### src/rtl/led_chaser_pkg.sv
package led_chaser_pkg;
   typedef enum logic {
      SWEEP_DOWN = 1'b0,
      SWEEP_UP   = 1'b1
   } sweep_dir_e;

   typedef struct packed {
      logic       run;
      sweep_dir_e dir;
   } chase_state_t;
endpackage

### src/rtl/chaser_mode_ctrl.sv
module chaser_mode_ctrl
   import led_chaser_pkg::*;
(
   input  logic         clk,
   input  logic         rst_n,
   input  logic         go_up,
   input  logic         go_down,
   input  logic         halt,
   output chase_state_t state_q
);
   chase_state_t state_d;

   always_comb begin
      state_d = state_q;
      if (halt) begin
         state_d.run = 1'b0;
      end else if (go_up) begin
         state_d.run = 1'b1;
         state_d.dir = SWEEP_UP;
      end else if (go_down) begin
         state_d.run = 1'b1;
         state_d.dir = SWEEP_DOWN;
      end
   end

   always_ff @(posedge clk) begin
      if (!rst_n) begin
         state_q.run <= 1'b0;
         state_q.dir <= SWEEP_UP;
      end else begin
         state_q <= state_d;
      end
   end
endmodule

### src/rtl/chaser_ring.sv
module chaser_ring #(
   parameter int NUM_LEDS  = 4,
   parameter int START_POS = 0
) (
   input  logic                clk,
   input  logic                rst_n,
   input  logic                advance,
   input  logic                dir_up,
   output logic [NUM_LEDS-1:0] led_q
);
   localparam logic [NUM_LEDS-1:0] RESET_PAT = NUM_LEDS'(1) << START_POS;

   logic [NUM_LEDS-1:0] rot_up;
   logic [NUM_LEDS-1:0] rot_dn;

   for (genvar i = 0; i < NUM_LEDS; i++) begin : g_rot
      localparam int BELOW = (i + NUM_LEDS - 1) % NUM_LEDS;
      localparam int ABOVE = (i + 1) % NUM_LEDS;
      assign rot_up[i] = led_q[BELOW];
      assign rot_dn[i] = led_q[ABOVE];
   end

   always_ff @(posedge clk) begin
      if (!rst_n) begin
         led_q <= RESET_PAT;
      end else if (advance) begin
         led_q <= dir_up ? rot_up : rot_dn;
      end
   end
endmodule

### src/rtl/led_chaser.sv
module led_chaser
   import led_chaser_pkg::*;
#(
   parameter int NUM_LEDS  = 4,
   parameter int START_POS = 0
) (
   input  logic                clk,
   input  logic                rst_n,
   input  logic                step_en,
   input  logic                go_up,
   input  logic                go_down,
   input  logic                halt,
   output logic [NUM_LEDS-1:0] led
);
   if (NUM_LEDS < 2) begin : g_bad_width
      $error("led_chaser: NUM_LEDS must be at least 2");
   end
   if (START_POS < 0 || START_POS >= NUM_LEDS) begin : g_bad_start
      $error("led_chaser: START_POS out of range");
   end

   chase_state_t st_q;
   logic         advance;

   chaser_mode_ctrl u_ctrl (
      .clk     (clk),
      .rst_n   (rst_n),
      .go_up   (go_up),
      .go_down (go_down),
      .halt    (halt),
      .state_q (st_q)
   );

   assign advance = step_en && st_q.run && !halt;

   chaser_ring #(
      .NUM_LEDS  (NUM_LEDS),
      .START_POS (START_POS)
   ) u_ring (
      .clk     (clk),
      .rst_n   (rst_n),
      .advance (advance),
      .dir_up  (st_q.dir == SWEEP_UP),
      .led_q   (led)
   );
endmodule

### config.mk
export PLATFORM = sky130hd
export DESIGN_NAME = led_chaser
export DESIGN_NICKNAME = d
export VERILOG_FILES = /design/src/rtl/led_chaser_pkg.sv /design/src/rtl/chaser_mode_ctrl.sv /design/src/rtl/chaser_ring.sv /design/src/rtl/led_chaser.sv
export SDC_FILE = /design/constraint.sdc
export NUM_CORES = 1
export LEC_CHECK = 0
export BUFFER_PORTS_ARGS = -buffer_cell sky130_fd_sc_hd__buf_2
export CAP_MARGIN = 20
export CORE_AREA = 2 2 39 41
export CTS_CLUSTER_SIZE = 28
export DETAILED_ROUTE_END_ITERATION = 6
export DIE_AREA = 0 0 41 43
export PLACE_DENSITY = 0.47
export SYNTH_ARGS = -nofsm -noshare
export SYNTH_HDL_FRONTEND = slang
export SYNTH_SLANG_ARGS = --single-unit
### constraint.sdc
create_clock -name clk -period 1.7 [get_ports clk]
set_input_delay 0.255 -clock clk [delete_from_list [all_inputs] [get_ports clk]]
set_output_delay 0.255 -clock clk [all_outputs]
set_load 0.005 [all_outputs]
* Word level (Yosys, flattened, before mapping) *
Index checks and enable logic that the tools add are counted.
Widths: inputs -> output; s select.

cells by class
  bitwise gates (word level) = 2
  mux-type cells = 3
  reduce and logical (&&, ||, !) cells = 6

operators by type and width
  cell               number
  $mux 2             2
  $mux 4             1
  $logic_and 1x1->1  2
  $not 1->1          2
  $reduce_and 2->1   1
  $reduce_bool 2->1  1
  $reduce_or 2->1    1
  $logic_not 1->1    1

storage, ports and cells
  word-level logic and storage cells = 14
  register bits after elaboration = 6
  output and inout bits = 4

* Logic depth before layout (Yosys ltp) *
Gate-level depths: netlist of the first run.

  depth in word-level cells = 2
  mapped depth = 4

* Cells and area by module *
From an unflattened synthesis of the first run, not the netlist that was laid out.

unflattened totals
  cells, all modules = 26
  area, all modules = 259.0 um2

modules (own cells, without submodules)
  module            area an instance (um2)  times used  cells each  sequential area each (um2)
  chaser_ring       168.9                   1           17          80.1
  chaser_mode_ctrl  81.3                    1           8           40.0
  led_chaser        8.8                     1           1           0.0

* Worst setup path before layout of the first run *
No wires, ideal clock.

  kind = reg-to-reg
  start = register u_ctrl.state_q[0] (netlist name)
  end = register u_ring.led_q[0]
  data arrival time = 0.872 ns
  setup slack = 0.713 ns
  library setup time = 0.115 ns
  cell stages (with the launch flop) = 5
  cell sequence = dfxtp_1 -> buf_6 -> mux2_4 -> mux2i_1 -> nand2_1

on the way
  cells in the longest elaborated chain, start to end = 1

RTL lines
  item                    RTL line                text
  from (decl)             chaser_mode_ctrl.sv:9   output chase_state_t state_q
  from (signal assigned)  chaser_mode_ctrl.sv:31  state_q <= state_d;
  $mux 4                  chaser_ring.sv:27       led_q <= dir_up ? rot_up : rot_dn;
  to (signal assigned)    chaser_ring.sv:27
  to (decl)               chaser_ring.sv:9        output logic [NUM_LEDS-1:0] led_q

No other way between the ends.
A chain may end at the register's enable or synchronous reset.

* Worst setup path in the final report of the first run *
Same ends and word-level chain as after synthesis.

==> results of run 1 <==
[cells in the mapped netlist, drive strengths merged]
master | n | area (µm²)
o21ai | 1 | 5.00
o211a | 3 | 30.0
nor3 | 1 | 5.00
nand3 | 1 | 5.00
mux2i | 4 | 40.0
nor3b | 1 | 7.51
nand2b | 1 | 6.26
dfxtp | 6 | 120
inv | 1 | 3.75
and3b | 1 | 8.76
buf | 2 | 22.5
mux2 | 1 | 15.0
nand2 | 4 | 15.0
[cell type report]
class	count	area share [%]
clock buffers	3	6.45
repair buffers	9	12.9
flip-flops and latches	6	34.4
multi-input cells	18	39.4
inverters	1	1.08
well taps	16	5.73
[worst paths after layout]
| check | end | cells after the start |
|---|---|---|
| min | u_ctrl.state_q[1] | 2 |
| min reg2reg | u_ring.led_q[0] | 2 |
| max | u_ring.led_q[0] | 3 |
| max reg2reg | u_ring.led_q[0] | 3 |
[per-stage QoR]
stage	util (%)	hold slack, ps
after floorplan	-	317
after CTS	25.2	197
final	25.2	206
after global placement	23.6	460
after global routing	25.2	195
after detailed placement	23.6	461
[cell families after synthesis]
logic type	count (synthesis)	share of synthesized area (%)
flops	6	42.3
mux	5	19.4
compound gates	4	12.3
simple gates	9	16.7
buf+inv	3	9.25
[report_power, final]
part	internal, W	switching, W	total [W]
sequential	0.000147	0.00000595	0.000153
clock	0.0000798	0.0000512	0.000131
combinational	0.0000164	0.0000111	0.0000274
total	0.000243	0.0000682	0.000311
[layer usage]
layer / global-route usage (%) / vias to the layer above / wire length (µm)
li1: - / 114 / -
met5: 0 / - / 0
met4: 6.00 / 0 / 0
met3: 6.28 / 0 / 54
met2: 9.69 / 10 / 209
met1: 8.41 / 105 / 225
[flip-flops by register name, indices dropped and copies added (netlist names)]
register and count:
u_ring.led_q 4, u_ctrl.state_q 2
==> impl_metrics.csv, run 1 <==
group,metric,value,unit
setup_path,path_buf_inv,0,
setup_path,cp-start-kind,"register",
setup_path,critPathMaxStageDelay,450,ps
global_routing,grt_pass1_wl,834,µm
setup_path,crit_start,"u_ctrl.state_q[0]",
final_layout,fin_area,349,µm²
timing,hold_violations,0,
status,outcome,"completed",
pwr,p_per_area,892,nW/µm²
routing,dr.pass1.iters,3,
routing,ant_nets,0,
final_layout,multi_input_area,138,µm²
floorplanning,start_util,20.5,%
global_routing,grt_max_degree,8,
setup_path,critPathKind,"reg2reg",
yosys,syn_inst,27,
floorplanning,coreArea,1380,µm²
floorplanning,io_pins,10,
final_layout,antenna_cells,0,
floorplanning,dieArea,1760,µm²
clocking,clockBufferDepth,2,
pwr,power.total,0.000311,W
timing,finalSetupTns,0,ps
final_layout,final_cell_mix,"buf_2, dfxtp_1, mux2i_1, nand2_1",
min_path,hp-start,"halt",
setup_path,crit_fanout,5,
global_routing,grt_overflow,0,
routing,initialDrtViolationCount,1,
routing,drc_errors,0,
timing,rsz0062_at_grt,"false",
timing,timing.final.crit_period,1070,ps
clocking,clkLatencyLatePin,250,ps
routing,num_vias,229,
clocking,cts.repair.resized,0,
final_layout,syn_to_final_growth,22.9,%
timing,fmax,0.936,GHz
clocking,cts_setup_buffers,0,
final_layout,drive_above_1_share,35.1,%
clocking,cts_buffers,3,
routing,via_per_inst,4.32,
timing,timing.final.crit_share,62.8,%
clocking,h-tree-depth,1,
clocking,cts.sinks,6,
clocking,clk_pin_slew,40,ps
floorplanning,dieWidth,41,µm
timing,relSlewSlack,82.3,%
yosys,synth_cell_type_count,13,
yosys,ys.warnings.count,0,
global_routing,grt_util_all_layers,7.85,%
placed_design,portBuffers,9,
placed_design,postPlaceCellArea,327,µm²
global_routing,antenna_found_initial,0,
final_layout,final_cells,53,
routing,routed_wl,490,µm
pwr,vdd_drop_max,0.328,mV
run,cap_violations,0,
floorplanning,die_h,43,µm
placed_design,pre_cts_ws,572,ps
min_path,hp-class,"in2reg",
timing,tightest_slew,266,ps
setup_path,cp_cell_sequence,"mux2_4, mux2i_1, nand2_1",
placed_design,placed_cells,50,
final_layout,nets,45,
setup_path,setup.worst_path.end_class,"register",
timing,setup_viol,0,
timing,skew,2.28,ps
final_layout,fillCellCount,158,
yosys,avgSynthCellArea,10.5,µm²
setup_path,regToRegSetupSlack,630,ps
setup_path,cp.required,1840,ps
clocking,ctsHoldBuffers,0,
clocking,root_buffer,"clkbuf_4",
setup_path,critPathArrivalTime,1210,ps
setup_path,crit_family,"flip-flops",
yosys,syn_nets,33,
setup_path,rr_startpoint,"u_ctrl.state_q[0]",
setup_path,crit_slowest_cell,"dfxtp_1",
timing,worst_slack,632,ps
routing,wire_per_inst,9.25,µm
floorplanning,rows,14,
final_layout,final_common_cell,"buf_2",
placed_design,gp_congestion,0.641,
final_layout,regArea,120,µm²
yosys,synth_area,284,µm²
yosys,synth-seq-area-share,42.3,%
yosys,synth_seq_cells,6,
global_routing,grt_pass1_vias,208,
clocking,cts_tree,"built",
timing,slew_viol_final,0,
pwr,p_leak,0.207,nW
Note: power is estimated with default switching activity, not from simulation.
==> run 2, diff against run 1 <==
--- a/config.mk
+++ b/config.mk
@@ -11,7 +11,7 @@
 export CTS_CLUSTER_SIZE = 28
 export DETAILED_ROUTE_END_ITERATION = 6
 export DIE_AREA = 0 0 41 43
-export PLACE_DENSITY = 0.47
+export PLACE_DENSITY = 0.48
 export SYNTH_ARGS = -nofsm -noshare
 export SYNTH_HDL_FRONTEND = slang
 export SYNTH_SLANG_ARGS = --single-unit
==> constraint.sdc (replaced) <==
create_clock -name clk -period 0.9 [get_ports clk]
set_input_delay 0.135 -clock clk [delete_from_list [all_inputs] [get_ports clk]]
set_output_delay 0.135 -clock clk [all_outputs]
set_load 0.005 [all_outputs]
==> run 2 against run 1 <==
Critical path depth did not move; fmax rose by 11%; the flow now finishes with violations (negative setup slack); global-route usage rose by 0.10 points; non-clock buffer count rose by 3; utilization rose by 2.9 points; final cell count rose by 5.7%; first-iteration DRC count rose to 6.0 times the previous value; worst hold slack got worse by 89 ps; register-to-register slack got worse by 690 ps.
==> impl_metrics.csv, run 2 (synthesis results as in run 1) <==
group,metric,value,unit
routing,num_vias,231,
placed_design,gp_congestion,0.647,
setup_path,crit_slowest_cell,"dfxtp_4",
setup_path,reg2reg_depth,3,
timing,worst_slack,-61.1,ps
global_routing,grt_max_degree,8,
global_routing,grt_pass1_wl,890,µm
placed_design,pre_cts_ws,-104,ps
floorplanning,start_util,20.5,%
global_routing,grt_util_all_layers,7.95,%
placed_design,postPlaceCellArea,343,µm²
floorplanning,dieArea,1760,µm²
min_path,hp-class,"in2reg",
timing,slew_viol_final,0,
final_layout,fin_area,389,µm²
setup_path,crit_fanout,5,
routing,initialDrtViolationCount,6,
placed_design,dp_hpwl,407,µm
status,violations,"negative setup slack",
routing,drc_errors,0,
final_layout,final_common_cell,"buf_2",
timing,skew,4.85,ps
clocking,clk_pin_slew,50,ps
final_layout,reg_top3,"u_ring.led_q x4, u_ctrl.state_q x2",
setup_path,cp-start-kind,"register",
setup_path,critPathArrivalTime,1100,ps
floorplanning,io_pins,10,
final_layout,drive_above_1_share,50.0,%
timing,whs,117,ps
global_routing,antenna_found_initial,0,
pwr,power.total,0.000596,W
global_routing,grt_overflow,0,
final_layout,syn_to_final_growth,37.0,%
timing,timing.final.crit_period,961,ps
routing,routed_wl,526,µm
timing,timing.final.crit_share,107,%
routing,dr.pass1.iters,2,
status,outcome,"finished, violations left",
clocking,ctsHoldBuffers,0,
pwr,p_per_area,1530,nW/µm²
run,cap_violations,0,
setup_path,setup.worst_path.end_class,"register",
floorplanning,dieWidth,41,µm
clocking,cts.sinks,6,
final_layout,final_cell_mix,"buf_2, mux2i_1, nand2_1",
floorplanning,die_h,43,µm
setup_path,critPathMaxStageDelay,380,ps
pwr,p_leak,0.225,nW
clocking,h-tree-depth,1,
setup_path,cp.required,1030,ps
timing,fmax,1.04,GHz
floorplanning,coreArea,1380,µm²
final_layout,antenna_cells,0,
setup_path,cp_cell_sequence,"mux2_4, mux2i_1, nand2_1",
timing,setup_viol,2,
timing,hold_violations,0,
final_layout,post-route-util,28.1,%
final_layout,nets,48,
final_layout,fillCellCount,152,
timing,rsz0062_at_grt,"true",
final_layout,top_register,"u_ring.led_q",
timing,relSlewSlack,89.4,%
min_path,holdPathStages,2,
routing,via_per_inst,4.13,
placed_design,portBuffers,9,
min_path,min_to,"u_ring.led_q[0]",
timing,tightest_slew,154,ps
setup_path,critPathKind,"reg2reg",
global_routing,grt_pass1_vias,224,
routing,wire_per_inst,9.39,µm
pwr,vdd_drop_max,0.717,mV
clocking,cts_buffers,3,
setup_path,regToRegSetupSlack,-60,ps
setup_path,rr_startpoint,"u_ctrl.state_q[0]",
setup_path,r2r_end,"u_ring.led_q[0]",
clocking,root_buffer,"clkbuf_4",
final_layout,largest_reg_flops,4,
floorplanning,rows,14,
clocking,clockBufferDepth,2,
min_path,hp-start,"rst_n",
clocking,clkLatencyLatePin,240,ps
routing,ant_nets,0,
clocking,cts_tree,"built",
==> run 2: critical path, delay by kind of cell (launching register included) <==
| kind | cells | cell delay (ps) |
|---|---|---|
| flops | 1 | 380 |
| mux | 2 | 430 |
| simple gates | 1 | 50 |
==> run 2: layer usage <==
metal / global-route usage [%] / wire length, µm / vias up
met3: 4.71 / 43 / 0
met2: 8.13 / 214 / 8
met1: 11.3 / 267 / 103
met4: 6.00 / 0 / 0
li1: - / - / 120
met5: 0 / 0 / -
==> run 2: metrics by stage <==
stage	TNS, ps	std cells
after floorplan	-78.1	27
after global placement	-184	52
after detailed placement	-230	52
after CTS	-95.2	56
after global routing	-299	56
final	-67.8	56
==> run 2: cell type report <==
| class | count | area [µm²] | share of cell area [%] |
|---|---|---|---|
| inverters | 1 | 3.75 | 0.965 |
| well taps | 16 | 20.0 | 5.14 |
| flip-flops and latches | 6 | 126 | 32.5 |
| repair buffers | 12 | 77.6 | 19.9 |
| clock buffers | 3 | 22.5 | 5.79 |
| multi-input cells | 18 | 139 | 35.7 |
==> run 2: what timing repair did <==
action / 4_1_cts / 5_1_grt
endpoints found under the setup margin: 5 / 7
gates resized for setup: 5 / 1
setup buffers: 1 / 0
==> run 2: worst max-delay path by stage <==
stage,startpoint,endpoint,slack [ps],depth (start not counted)
6_report,u_ctrl.state_q[0],u_ring.led_q[0],-60,3
2_1_floorplan,u_ctrl.state_q[0],u_ring.led_q[0],-80,4
5_1_grt,u_ctrl.state_q[0],u_ring.led_q[0],-130,3
3_5_place_dp,u_ctrl.state_q[1],u_ring.led_q[0],-100,3
4_1_cts,u_ctrl.state_q[0],u_ring.led_q[0],-70,3
3_3_place_gp,u_ctrl.state_q[0],u_ring.led_q[0],-90,3
==> run 2: report_power, final <==
group          switching [W]  internal [W]
clock network      0.0000941      0.000151
registers          0.0000118      0.000277
logic              0.0000232     0.0000392
total               0.000129      0.000467
